`config.mk`:
```
export PLATFORM = sky130hd
export DESIGN_NAME = mdio_dual_slave
export DESIGN_NICKNAME = d
export VERILOG_FILES = /design/src/rtl/mdio_dual_pkg.sv /design/src/rtl/mdio_addr_check.sv /design/src/rtl/mdio_frame_fsm.sv /design/src/rtl/mdio_dual_slave.sv
export SDC_FILE = /design/constraint.sdc
export NUM_CORES = 1
export LEC_CHECK = 0
export BUFFER_PORTS_ARGS = -buffer_cell sky130_fd_sc_hd__buf_2
export CORE_ASPECT_RATIO = 0.8
export CORE_MARGIN = 5
export CORE_UTILIZATION = 41
export CTS_CLUSTER_SIZE = 40
export DETAILED_ROUTE_END_ITERATION = 8
export GPL_TIMING_DRIVEN = 0
export MAX_ROUTING_LAYER = met4
export PLACE_DENSITY_LB_ADDON = 0.2
export SETUP_SLACK_MARGIN = 0.2
export SKIP_LAST_GASP = 1
export SYNTH_ARGS = -nofsm -noshare
export SYNTH_HDL_FRONTEND = slang
export SYNTH_SLANG_ARGS = --single-unit
```
`constraint.sdc`:
```
create_clock -name mdc -period 2.3 [get_ports mdc]
set_input_delay 0 -clock mdc [delete_from_list [all_inputs] [get_ports mdc]]
set_output_delay 0 -clock mdc [all_outputs]
set_load 0.05 [all_outputs]
```
`src/rtl/mdio_dual_pkg.sv`:
```
`timescale 1ns/1ps
package mdio_dual_pkg;
    localparam int PHY_W = 5;
    localparam int REG_W = 5;

    typedef enum logic [2:0] {
        ST_HUNT,
        ST_START,
        ST_OPCODE,
        ST_PHYAD,
        ST_REGAD,
        ST_TURN,
        ST_DATA
    } mdio_state_e;
endpackage

```
`src/rtl/mdio_addr_check.sv`:
```
`timescale 1ns/1ps
module mdio_addr_check
    import mdio_dual_pkg::*;
#(
    parameter int                    NREG           = 1 << REG_W,
    parameter logic [NREG-1:0]       REG_VALID_MASK = '1,
    parameter logic [NREG-1:0]       REG_RO_MASK    = '0
) (
    input  logic [PHY_W-1:0] phy_ad,
    input  logic [REG_W-1:0] reg_ad,
    input  logic [PHY_W-1:0] strap,
    output logic             addr_hit,
    output logic             reg_ok,
    output logic             reg_wr_ok
);
    logic unused_strap_lsb;
    assign unused_strap_lsb = strap[0];

    // upper address bits select the pair; bit 0 picks the channel elsewhere
    assign addr_hit  = (phy_ad[PHY_W-1:1] == strap[PHY_W-1:1]);
    assign reg_ok    = REG_VALID_MASK[reg_ad];
    assign reg_wr_ok = REG_VALID_MASK[reg_ad] & ~REG_RO_MASK[reg_ad];
endmodule

```
`src/rtl/mdio_frame_fsm.sv`:
```
`timescale 1ns/1ps
module mdio_frame_fsm
    import mdio_dual_pkg::*;
#(
    parameter int PRE_LEN = 32,
    parameter int DATA_W  = 16
) (
    input  logic              clk,
    input  logic              rst_n,
    input  logic              bit_in,
    input  logic              addr_hit,
    input  logic              reg_ok,
    input  logic              reg_wr_ok,
    input  logic [DATA_W-1:0] rd_data,
    output logic [PHY_W-1:0]  phy_ad,
    output logic [REG_W-1:0]  reg_ad,
    output logic              rd_req,
    output logic              wr_stb,
    output logic [DATA_W-1:0] wr_data,
    output logic              drv_en,
    output logic              drv_bit
);
    localparam int CNT_MAX = (PRE_LEN > DATA_W) ? PRE_LEN : DATA_W;
    localparam int CNT_W   = $clog2(CNT_MAX + 1);
    localparam logic [CNT_W-1:0] PRE_TOP  = CNT_W'(PRE_LEN);
    localparam logic [CNT_W-1:0] DATA_TOP = CNT_W'(DATA_W - 1);
    localparam logic [CNT_W-1:0] PHY_TOP  = CNT_W'(PHY_W - 1);
    localparam logic [CNT_W-1:0] REG_TOP  = CNT_W'(REG_W - 1);

    mdio_state_e       state, state_nx;
    logic [CNT_W-1:0]  cnt, cnt_nx;
    logic              is_rd;
    logic [DATA_W-2:0] rx;
    logic [DATA_W-1:0] tx;

    // next state and bit counter
    always_comb begin
        state_nx = state;
        cnt_nx   = cnt;
        unique case (state)
            ST_HUNT: begin
                if (bit_in) begin
                    cnt_nx = (cnt == PRE_TOP) ? cnt : cnt + 1'b1;
                end else if (cnt == PRE_TOP) begin
                    state_nx = ST_START;
                    cnt_nx   = '0;
                end else begin
                    cnt_nx = '0;
                end
            end
            ST_START: begin
                cnt_nx   = '0;
                state_nx = bit_in ? ST_OPCODE : ST_HUNT;
            end
            ST_OPCODE: begin
                if (cnt == '0) begin
                    cnt_nx = 1'b1;
                end else begin
                    cnt_nx   = '0;
                    state_nx = (bit_in != is_rd) ? ST_PHYAD : ST_HUNT;
                end
            end
            ST_PHYAD: begin
                if (cnt == PHY_TOP) begin
                    cnt_nx   = '0;
                    state_nx = ST_REGAD;
                end else begin
                    cnt_nx = cnt + 1'b1;
                end
            end
            ST_REGAD: begin
                if (cnt == REG_TOP) begin
                    cnt_nx   = '0;
                    state_nx = addr_hit ? ST_TURN : ST_HUNT;
                end else begin
                    cnt_nx = cnt + 1'b1;
                end
            end
            ST_TURN: begin
                if (cnt == '0) begin
                    if (!is_rd && !bit_in) state_nx = ST_HUNT;
                    else                   cnt_nx   = 1'b1;
                end else begin
                    cnt_nx   = '0;
                    state_nx = (!is_rd && bit_in) ? ST_HUNT : ST_DATA;
                end
            end
            ST_DATA: begin
                if (cnt == DATA_TOP) begin
                    cnt_nx   = '0;
                    state_nx = ST_HUNT;
                end else begin
                    cnt_nx = cnt + 1'b1;
                end
            end
            default: begin
                cnt_nx   = '0;
                state_nx = ST_HUNT;
            end
        endcase
    end

    // state register and field capture
    always_ff @(posedge clk or negedge rst_n) begin
        if (!rst_n) begin
            state  <= ST_HUNT;
            cnt    <= '0;
            is_rd  <= 1'b0;
            phy_ad <= '0;
            reg_ad <= '0;
            rx     <= '0;
        end else begin
            state <= state_nx;
            cnt   <= cnt_nx;
            unique case (state)
                ST_OPCODE: if (cnt == '0) is_rd <= bit_in;
                ST_PHYAD:  phy_ad <= {phy_ad[PHY_W-2:0], bit_in};
                ST_REGAD:  reg_ad <= {reg_ad[REG_W-2:0], bit_in};
                ST_DATA:   rx     <= {rx[DATA_W-3:0], bit_in};
                default:   ;
            endcase
        end
    end

    assign rd_req = (state == ST_TURN) && (cnt == '0) && is_rd;

    // output driver and write strobe
    always_ff @(posedge clk or negedge rst_n) begin
        if (!rst_n) begin
            drv_en  <= 1'b0;
            drv_bit <= 1'b0;
            tx      <= '0;
            wr_stb  <= 1'b0;
            wr_data <= '0;
        end else begin
            wr_stb <= 1'b0;
            unique case (state)
                ST_TURN: begin
                    if (is_rd) begin
                        if (cnt == '0) begin
                            drv_en  <= 1'b1;
                            drv_bit <= 1'b0;
                            tx      <= reg_ok ? rd_data : '0;
                        end else begin
                            drv_bit <= tx[DATA_W-1];
                            tx      <= {tx[DATA_W-2:0], 1'b0};
                        end
                    end
                end
                ST_DATA: begin
                    if (is_rd) begin
                        if (cnt == DATA_TOP) begin
                            drv_en  <= 1'b0;
                            drv_bit <= 1'b0;
                        end else begin
                            drv_bit <= tx[DATA_W-1];
                            tx      <= {tx[DATA_W-2:0], 1'b0};
                        end
                    end else if (cnt == DATA_TOP) begin
                        wr_stb  <= reg_wr_ok;
                        wr_data <= {rx, bit_in};
                    end
                end
                default: begin
                    drv_en  <= 1'b0;
                    drv_bit <= 1'b0;
                end
            endcase
        end
    end
endmodule

```
`src/rtl/mdio_dual_slave.sv`:
```
`timescale 1ns/1ps
module mdio_dual_slave
    import mdio_dual_pkg::*;
#(
    parameter int                    PRE_LEN        = 32,
    parameter int                    DATA_W         = 16,
    parameter logic [(1<<REG_W)-1:0] REG_VALID_MASK = 32'h0001_FFFF,
    parameter logic [(1<<REG_W)-1:0] REG_RO_MASK    = 32'h0000_000C
) (
    input  logic              mdc,
    input  logic              rst_n,
    input  logic [PHY_W-1:0]  strap,
    input  logic              mdio_i,
    output logic              mdio_o,
    output logic              mdio_oe,
    output logic              rd_req,
    output logic              rd_chan,
    output logic [REG_W-1:0]  rd_addr,
    input  logic [DATA_W-1:0] rd_data,
    output logic              wr_stb,
    output logic              wr_chan,
    output logic [REG_W-1:0]  wr_addr,
    output logic [DATA_W-1:0] wr_data
);
    logic [PHY_W-1:0] phy_ad;
    logic [REG_W-1:0] reg_ad;
    logic             addr_hit, reg_ok, reg_wr_ok;

    mdio_addr_check #(
        .NREG           (1 << REG_W),
        .REG_VALID_MASK (REG_VALID_MASK),
        .REG_RO_MASK    (REG_RO_MASK)
    ) u_check (
        .phy_ad    (phy_ad),
        .reg_ad    (reg_ad),
        .strap     (strap),
        .addr_hit  (addr_hit),
        .reg_ok    (reg_ok),
        .reg_wr_ok (reg_wr_ok)
    );

    mdio_frame_fsm #(
        .PRE_LEN (PRE_LEN),
        .DATA_W  (DATA_W)
    ) u_fsm (
        .clk       (mdc),
        .rst_n     (rst_n),
        .bit_in    (mdio_i),
        .addr_hit  (addr_hit),
        .reg_ok    (reg_ok),
        .reg_wr_ok (reg_wr_ok),
        .rd_data   (rd_data),
        .phy_ad    (phy_ad),
        .reg_ad    (reg_ad),
        .rd_req    (rd_req),
        .wr_stb    (wr_stb),
        .wr_data   (wr_data),
        .drv_en    (mdio_oe),
        .drv_bit   (mdio_o)
    );

    assign rd_chan = phy_ad[0];
    assign wr_chan = phy_ad[0];
    assign rd_addr = reg_ad;
    assign wr_addr = reg_ad;
endmodule

```
; After elaboration in Yosys (flattened, before gate mapping)
; Memory sizes are Yosys's and may differ from the RTL's.
; Index checks and enable logic that the tools add are counted.
[totals]
regBits = 70
romBits = 64
input_bits = 24
output_inout_bits = 32
wordCells = 101
mem_count = 2
[mem_list]
columns = memory, depth, word_bits, rd, rd_clocked_by_memory_dff, wr, line
row1 = (no name shown), 32, 1, 1, 0, 0, mdio_addr_check.sv:21  ; assign reg_ok = REG_VALID_MASK[reg_ad];
row2 = (no name shown), 32, 1, 1, 0, 0, mdio_addr_check.sv:22  ; assign reg_wr_ok = REG_VALID_MASK[reg_ad] & ~REG_RO_MASK[reg_ad];
[classes]
add_sub_neg = 1
n_lt_le_gt_ge = 1
n_eq_ne = 24
muxes = 42
n_bitwise = 3
reduce_logical = 17
[op_table]
columns = op, count
row1 = $mux 16, 5
row2 = $mux 6, 6
row3 = $pmux 16 s2, 1
row4 = $mux 3, 10
row5 = $pmux 6 s5, 1
row6 = $pmux 3 s7, 1
row7 = $mux 1, 14
row8 = $ne 2x1->1 const B, 7
row9 = $eq 3x3->1 const B, 3
row10 = $ne 3x3->1 const B, 3
row11 = $reduce_and 4->1, 2
row12 = $reduce_and 7->1, 1
row13 = $add 6x1->6 const B, 1
row14 = $eq 3x2->1 const B, 2
row15 = $eq 6x3->1 const B, 1
row16 = $eq 6x4->1 const B, 1
row17 = $eq 6x6->1 const B, 1
row18 = $logic_not 6->1, 1
row19 = $lt 5x6->1 const B, 1
row20 = $ne 2x2->1 const B, 3
row21 = $reduce_and 2->1, 3
row22 = $eq 4x4->1, 1
row23 = $logic_and 1x1->1, 4
row24 = $mux 2, 2
row25 = 10 further kinds, 13

; Longest topological paths before layout
; Gate-level depths: netlist of run 1.
[depth]
depth_word = 7
mapped_depth = 8
ltp_nobuf = 7

; Modules after synthesis
; Synthesis of run 1 repeated with hierarchy kept, for this count alone.
[unflattened]
cells_unflattened = 326
hier_area_um2 = 3400.8
[by_module_without_submodules]
columns = mod, n_inst, cells_each, area_each_um2, seq_area_each_um2
row1 = mdio_frame_fsm, 1, 312, 3286.9, 1751.7
row2 = mdio_addr_check, 1, 8, 68.8, 0.0
row3 = mdio_dual_slave, 1, 6, 45.0, 0.0

; Worst setup path after synthesis of run 1
; No wires, ideal clock.
[synth_path]
kind = register to output
start = register u_fsm.cnt[0]
end = output port rd_req
arrival_time_ns = 2.581
required_time_ns = 2.300
slack_ns = -0.281
path_stages_with_launch = 5
n_path_buf = 0
cell_sequence = dfrtp_1 inv_1 ha_1 or4b_4 nor4_1
[synth_between]
elab_chain_len = 3
[synth_lines]
columns = element, line
row1 = "start, declared", mdio_frame_fsm.sv:31  ; logic [CNT_W-1:0] cnt, cnt_nx;
row2 = "start signal, assigned", mdio_frame_fsm.sv:114  ; cnt <= cnt_nx;
row3 = $logic_not 6->1, mdio_frame_fsm.sv:125  ; assign rd_req = (state == ST_TURN) && (cnt == '0) && is_rd;
row4 = $logic_and 1x1->1 (2 in series), mdio_frame_fsm.sv:125
row5 = "end, declared", mdio_dual_slave.sv:16  ; output logic rd_req,
; No other way between the ends.

; Worst setup path after layout of run 1
[layout_path]
start = register u_fsm.cnt[0]
end = register u_fsm.state[2]
[layout_between]
elab_chain_len = 3
elab_cells_between_ends = 13
classes_between = eq/ne: 9 / mux: 2 / reduce/logical: 2
[layout_lines]
columns = element, line
row1 = "$eq 6x4->1, or another cell as far along", mdio_frame_fsm.sv:89  ; if (cnt == DATA_TOP) begin
row2 = "$ne 2x1->1 (no source line), or another cell as far along", -
row3 = $reduce_and 7->1 (no source line) / $pmux 3 s7 (equally long branches), -
row4 = "end signal, assigned", mdio_frame_fsm.sv:113  ; state <= state_nx;
row5 = "end, declared", mdio_frame_fsm.sv:30  ; mdio_state_e state, state_nx;
; Parallel ways exist; a longest one is shown, timed or not.
; A chain may end at the register's enable or synchronous reset.

==> results by group, run 1 <==
Synth
  • Avg Inst Size Synth: around 12 µm²
  • Syn Inst Count: 280
  • Synth Warn #: 0
  • FFs w/ async S/R, synth: 100.0%
  • Number of synthesized flops with an enable pin: 0
  • Syn Std Cell Area: 0.003278 mm²
  • Register area share after synthesis: between 50 and 60%
  • Post-Syn Nets: about 300
  • FF+latch count, synth: 70
  • Dominant synthesized flop cell: dfrtp_1
  • Library cells used by synthesis: between 40 and 50

Status
  • Outcome: finished clean

Worst setup path
  • Slowest cell on the critical path: or4b_4
  • Reg2reg path depth: 7
  • Worst Setup Start Kind: register
  • Family with the most delay on the worst path: simple AND/OR/NAND/NOR gates
  • Reg-to-Reg End: u_fsm.state[2]$_DFFE_PN0P_
  • Crit path kind: register to register
  • CP arrival: about 2.3 ns
  • Max Fanout on Critical Path: 5
  • CP peak stage delay: roughly 0.53 ns
  • Crit path from: u_fsm.cnt[0]$_DFFE_PN0P_
  • R2R Path Start: u_fsm.cnt[0]$_DFFE_PN0P_
  • Crit path capture type: register
  • R2R Setup Slk: 0.24 ns
  • Worst Path Required: around 2.5 ns
  • Worst path cell trace: inv_2, ha_4, or4b_4, nor2_4, a21oi_1, nand4b_1, mux2_4
  • Buf/Inv on CP: 1

Pwr
  • Static Leak: 0.002075 µW
  • Psw: slightly below 2000 µW
  • Internal power: 3009 µW
  • Flop pwr share: 35.1%
  • Comb pwr share: between 40% and 50%
  • Clock power share: around a fifth
  • Max VDD drop: around 0.00051 V
  • Power per cell area: 1175 mW/mm²
  • Sw frac: just under 40%

Finish
  • Final Net Count: 403
  • Commonest non-fill, non-tap cell in the layout: dfrtp_1
  • Most frequent cells in the layout: dfrtp_1, buf_2, mux2_2
  • Area growth from synthesis to layout: 29.50%
  • Share of cells above drive strength 1: 39.21%
  • Ant diodes: 0
  • Fillers: 703
  • Post-route cell area: ~0.0042 mm²

Timing
  • Final Cycle Share: 89.51%
  • Final setup viols: 0
  • RSZ-0062 raised after global routing: yes
  • Worst clock skew: slightly below 0.008 ns
  • Relative slew slack: 36.27%
  • Fin crit period: between 2 and 2.5 ns
  • Transition time at the pin with the least slew margin: about 0.95 ns
  • Hold slack: 0.01336 ns
  • Setup TNS: 0 ns
  • F_max: roughly 490 MHz
  • Fin. max-slew vios: 0
  • Fin. Hold Viols: 0

CTS
  • Clock sink count: 70
  • H-tree depth: 3
  • Inserted Clock Buffers: 9
  • Clock Latency Late Sink: roughly 0.35 ns
  • Clock Tree Root: clkbuf_8
  • Clock Tree Buf Depth: 2
  • CTS tree: yes
  • Register clock-pin slew on the reported worst setup and hold paths: around 0.080 ns

Drt
  • Via count: 2492
  • Routed wire per std cell: roughly 14 µm
  • Drt pass-1 iters: 4
  • Drt total wl: around 7 mm
  • DRC Markers: 0
  • Vias/cell: about 5.1
  • 1st-iter DRT viols: roughly 110
  • Antenna viol nets, final: 0

Global route
  • Initial antenna violation count: 0
  • Grt total ovfl: 0
  • Number of global-route vias before repair: roughly 2.5k
  • Largest net degree at the start of global routing: 71
  • GRT Overall Usage: ~16%
  • First-pass GRT wire length: about 12 mm

Min path
  • Min-delay src: rd_data[8]
  • Hold crit path type: input pin to register
  • WHS Path Cells: 3
  • Hold endpoint: u_fsm.tx[8]$_DFFE_PN0P_

Floorplan
  • Die ar.: approximately 0.0099 mm²
  • Die W: 110.0 µm
  • Die Y: around 90 µm
  • Core Box Area: 0.007874 mm²
  • Initial core utilization: a little over two fifths
  • I/O pins: between 50 and 60
  • Site Rows: 29

Place
  • Area after DPL: 0.003720 mm²
  • PortBufs: 54
  • RePlAce Congestion: slightly above 0.9
  • DP Wirelength: about 4.7 mm

Job
  • MaxCap Viol Count: 0
==> worst reg2reg max path: stages, from the launching register on <==
cell and delay (ns):
dfrtp_1 0.41, inv_2 0.10, ha_4 0.15, or4b_4 0.53, nor2_4 0.16, a21oi_1 0.12, nand4b_1 0.18, mux2_4 0.31
==> cell type report <==
| type | instances | area, µm² | share of cell area [%] |
|---|---|---|---|
| tap | 108 | 135.1 | 3.183 |
| timing repair buffer | 84 | 564.3 | 13.29 |
| clock inverter | 7 | 81.33 | 1.916 |
| sequential | 70 | 1752 | 41.26 |
| buffer | 22 | 136.4 | 3.213 |
| inverter | 7 | 26.28 | 0.6189 |
| multi-input combinational | 181 | 1426 | 33.60 |
| clock buffer | 9 | 123.9 | 2.918 |
==> layer usage <==
layer	global-route usage (%)	vias up	wire, µm
met5	-	-	0
met4	3.738	0	76
met3	4.943	6	364
met2	22.78	63	3290
met1	21.91	1221	3314
li1	-	1202	-
==> worst max path at each step <==
stage | endpoint | depth (start not counted)
final | u_fsm.state[2]$_DFFE_PN0P_ | 7
after global routing | u_fsm.tx[8]$_DFFE_PN0P_ | 8
after global placement | u_fsm.tx[4]$_DFFE_PN0P_ | 8
after floorplan | rd_req | 4
after CTS | rd_req | 5
after detailed placement | u_fsm.tx[9]$_DFFE_PN0P_ | 8
==> through the flow <==
step | util [%] | setup slack, ns | instances | total power (µW)
after floorplan | - | 0.3090 | 280 | 3272
after global placement | 46.86 | 0.09667 | 442 | 3676
after detailed placement | 47.24 | 0.08906 | 443 | 3710
after CTS | 52.63 | 0.1688 | 479 | 4874
after global routing | 53.92 | 0.1682 | 488 | 5353
final | 53.92 | 0.2412 | 488 | 4988
==> cells by family after synthesis <==
kind of cell	share of synthesized area (%)
xor+xnor	2.137
fa+ha+maj	1.527
buf+inv	4.771
flops	53.44
mux	15.31
compound gates	12.21
simple gates	10.61
==> power by group through the flow <==
stage,registers [µW],logic [µW],clock network [µW]
final,1750,2210,1030
after global routing,1800,2440,1120
after CTS,1750,2070,1050
after detailed placement,1770,1940,0
after global placement,1760,1920,0
after floorplan,1870,1400,0
==> cells in the mapped netlist (2+ instances only) <==
| cell | n | area (µm²) |
|---|---|---|
| inv_1 | 7 | 26.28 |
| nor3_1 | 4 | 20.02 |
| buf_2 | 8 | 40.04 |
| ha_1 | 4 | 50.05 |
| mux2_1 | 11 | 123.9 |
| o21ai_0 | 4 | 20.02 |
| clkbuf_1 | 5 | 18.77 |
| buf_4 | 8 | 60.06 |
| nor2_2 | 4 | 25.02 |
| nor2b_1 | 2 | 12.51 |
| nand3_1 | 4 | 20.02 |
| a21oi_1 | 25 | 125.1 |
| nand3b_1 | 3 | 22.52 |
| nand4b_1 | 2 | 17.52 |
| mux2i_1 | 4 | 40.04 |
| o21ai_1 | 2 | 10.01 |
| and3_1 | 2 | 12.51 |
| dfrtp_1 | 70 | 1752 |
| mux2_2 | 30 | 337.8 |
| a22oi_1 | 15 | 112.6 |
| nor4_1 | 3 | 18.77 |
| o22ai_1 | 2 | 12.51 |
| nor2_1 | 20 | 75.07 |
| nand2_1 | 8 | 30.03 |
| a31oi_1 | 3 | 18.77 |
| nand2b_1 | 4 | 25.02 |
| xor2_1 | 6 | 52.55 |
| xnor2_1 | 2 | 17.52 |
==> registers in the layout, summed over array words and instances (netlist names) <==
name and count:
u_fsm.tx 16, u_fsm.wr_data 16, u_fsm.rx 15, u_fsm.cnt 6, u_fsm.phy_ad 5, u_fsm.reg_ad 5, u_fsm.state 3, u_fsm.drv_bit 1
u_fsm.drv_en 1, u_fsm.is_rd 1, u_fsm.wr_stb 1
==> what timing repair did <==
item | 4_1_cts | 5_1_grt
gates cloned | 0 | 0
hold buffers | 16 | 0
setup endpoints to repair | 23 | 23
gates resized for setup | 6 | 14
pin swaps | 3 | 5
buffers inserted | 4 | 9
endpoints found under the hold margin | 85 | 0
(Power assumes the default switching activity.)
==> run 2, diff against run 1 <==
Settings changed: ABC_AREA set to 1.
==> results by group, run 2 <==
Synth
  • Synth Warn #: 0 (unchanged)
  • Synth top area share: 49.84% (-3.6 points)
  • Syn Inst Count: 447 (+60%)
  • Dominant synthesized flop cell: dfrtp_1
  • Avg Inst Size Synth: 7.863 µm² (-33%)
  • Number of synthesized flops with an enable pin: 0 (unchanged)
  • Library cells used by synthesis: 33 (-28%)
  • Syn Std Cell Area: 0.003515 mm² (+7.2%)
  • FFs w/ async S/R, synth: 100.0% (unchanged)
  • Largest area contributor in the netlist: dfrtp_1
  • FF+latch count, synth: 70 (unchanged)
  • Most common cell in the netlist: nand2_1
  • Register area share after synthesis: 49.84% (-3.6 points)
  • Post-Syn Nets: 475 (+54%)
  • Synth top area cells: dfrtp_1, nand2_1, nand3_1
  • Post-synth top cells: nand2_1, dfrtp_1, nand3_1

Floorplan
  • I/O pins: 56 (unchanged)
  • Die Y: 92.81 µm (+3.2%)
  • Site Rows: 30 (+3.4%)
  • Die ar.: 0.01054 mm² (+6.5%)
  • Core Box Area: 0.008408 mm² (+6.8%)
  • Die W: 113.5 µm (+3.2%)
  • Initial core utilization: 41.80% (+0.17 points)

Worst setup path
  • Crit path capture type: primary output
  • Max Fanout on Critical Path: 4 (-1)
  • Worst Path Required: 2.30 ns (-0.24 ns)
  • R2R Setup Slk: 0.47 ns (+0.23 ns)
  • Worst Setup Start Kind: register
  • Crit path kind: register to primary output
  • CP arrival: 1.88 ns (-0.42 ns)
  • Crit path from: u_fsm.cnt[0]$_DFFE_PN0P_
  • R2R Path Start: u_fsm.cnt[0]$_DFFE_PN0P_

Place
  • DP Wirelength: 5.428 mm (+16%)
  • PortBufs: 54 (unchanged)
  • RePlAce Congestion: 0.8906 (-4.4%)

Status
  • Outcome: finished clean

Timing
  • Final setup viols: 0 (unchanged)
  • Fin. Hold Viols: 0 (unchanged)
  • Setup TNS: 0 ns (unchanged)
  • Worst clock skew: 0.009006 ns (+0.001172 ns)
  • Final Cycle Share: 81.73% (-7.8 points)
  • F_max: 532.0 MHz (+9.5%)
  • Transition time at the pin with the least slew margin: 0.8772 ns (-0.07139 ns)
  • RSZ-0062 raised after global routing: no
  • Relative slew slack: 41.52% (+5.2 points)
  • Fin crit period: 1.880 ns (-0.1790 ns)
  • Fin. max-slew vios: 0 (unchanged)

CTS
  • H-tree depth: 3 (unchanged)
  • Clock Tree Root: clkbuf_8
  • Inserted Clock Buffers: 9 (unchanged)
  • CTS tree: yes
  • Clock sink count: 70 (unchanged)
  • Clock Latency Late Sink: 0.34 ns (about the same)
  • PostCTS Resize Cnt: 0 (-6)
  • Clock Tree Buf Depth: 2 (unchanged)
  • Register clock-pin slew on the reported worst setup and hold paths: 0.08 ns (about the same)
  • Total setup buffers inserted after CTS: 0 (-4)

Drt
  • Routed wire per std cell: 11.84 µm (-18%)
  • Via count: 2984 (+20%)
  • Antenna viol nets, final: 0 (unchanged)
  • DRC Markers: 0 (unchanged)
  • Vias/cell: 4.626 (-9.4%)
  • Drt total wl: 7.635 mm (+8.4%)
  • 1st-iter DRT viols: 153 (+35%)
  • Drt pass-1 iters: 4 (unchanged)

Min path
  • Min-delay src: rd_data[15]
  • Hold crit path type: input pin to register

Global route
  • Largest net degree at the start of global routing: 71 (unchanged)
  • Initial antenna violation count: 0 (unchanged)
  • First-pass GRT wire length: 13.37 mm (+11%)
  • GRT Overall Usage: 16.10% (+0.26 points)
  • Number of global-route vias before repair: 2859 (+16%)
  • Grt total ovfl: 0 (unchanged)

Finish
  • Fillers: 825 (+17%)
  • Commonest non-fill, non-tap cell in the layout: nand2_1
  • Top Registers: u_fsm.tx x16, u_fsm.wr_data x16, u_fsm.rx x15
  • Most frequent cells in the layout: nand2_1, dfrtp_1, buf_2
  • Final Net Count: 556 (+38%)
  • Share of cells above drive strength 1: 18.95% (-20 points)
  • Ant diodes: 0 (unchanged)
  • Area growth from synthesis to layout: 22.61%

Pwr
  • Comb pwr share: 42.6% (-1.7 points)
  • Pwr Total: 5041 µW (+1.1%)
  • Static Leak: 0.002322 µW (+12%)
  • Clock power share: 21.9% (+1.3 points)
  • Power per cell area: 1170 mW/mm² (-0.43%)
  • Flop pwr share: 35.5% (+0.4 points)
  • Sw frac: 42.93% (+3.3 points)
  • Internal power: 2877 µW (-4.4%)
  • Max VDD drop: 0.0006946 V (+36%)
  • Psw: 2164 µW (+9.4%)

Job
  • MaxCap Viol Count: 0 (unchanged)
run 2: metal layers:
layer	track usage (%)	wire length, µm	vias up
met1	21.61	3835	1346
li1	-	-	1573
met5	-	0	-
met4	4.004	59	0
met2	24.71	3404	59
met3	3.854	336	6
run 2: what timing repair did:
item | in CTS | in global routing
hold buffers | 16 | 0
setup endpoints to repair | 0 | 0
hold endpoints to repair | 85 | 0
run 2: critical path, stage by stage, from the launching register on:
cell,delay (ns)
dfrtp_1,0.41
inv_1,0.13
ha_1,0.22
nand2_1,0.07
nor2_1,0.22
nand2_1,0.11
nor2_1,0.12
buf_2,0.28
run 2: path summary, 6_finish.rpt:
path / endpoint / depth (start not counted)
worst max-delay path: rd_req / 7
max in group asynchronous: u_fsm.cnt[3]$_DFFE_PN0P_ / 2
worst max register to register: u_fsm.tx[1]$_DFFE_PN0P_ / 10
min in group asynchronous: u_fsm.phy_ad[1]$_DFFE_PN0P_ / 2
worst min-delay path: u_fsm.tx[15]$_DFFE_PN0P_ / 5
worst min register to register: u_fsm.tx[11]$_DFFE_PN0P_ / 2
run 2: per-stage QoR:
stage	util [%]	hold WS, ns	setup WS (ns)	instance area (µm²)	std cells
after floorplan	-	-0.2956	0.6438	3515	447
after global placement	46.68	0.2848	0.4729	3925	613
after detailed placement	46.71	0.1775	0.4514	3928	613
after CTS	51.25	0.004202	0.4071	4309	645
after global routing	51.25	0.01146	0.2766	4309	645
final	51.25	0.009432	0.4202	4309	645
run 2: power groups by stage:
stage / combinational (µW) / clock (µW) / sequential, µW
final: 2150 / 1100 / 1790
after global routing: 2430 / 1190 / 1850
after CTS: 2180 / 1130 / 1790
after detailed placement: 2150 / 0 / 1810
after global placement: 2120 / 0 / 1800
after floorplan: 1520 / 0 / 1940
run 2: layout make-up:
cell class | count | area [µm²] | area share (%)
timing repair buffer | 70 | 432.9 | 10.05
clock buffer | 10 | 127.6 | 2.962
multi-input combinational | 309 | 1435 | 33.30
buffer | 19 | 138.9 | 3.223
sequential | 70 | 1752 | 40.65
inverter | 49 | 188.9 | 4.384
clock inverter | 6 | 93.84 | 2.178
tap | 112 | 140.1 | 3.252
run 2: cell families (layout without fill, tap and decap cells):
family | Yosys count | after routing | synth area share, %
xor gates and xnor gates | 4 | 4 | 0.9970
buffers and inverters | 68 | 154 | 9.327
DFF | 70 | 70 | 49.84
and+or+nand+nor | 251 | 251 | 30.90
AOI/OAI and AO/OA | 49 | 49 | 7.191
adders and majority gates | 4 | 4 | 1.424
muxes | 1 | 1 | 0.3204
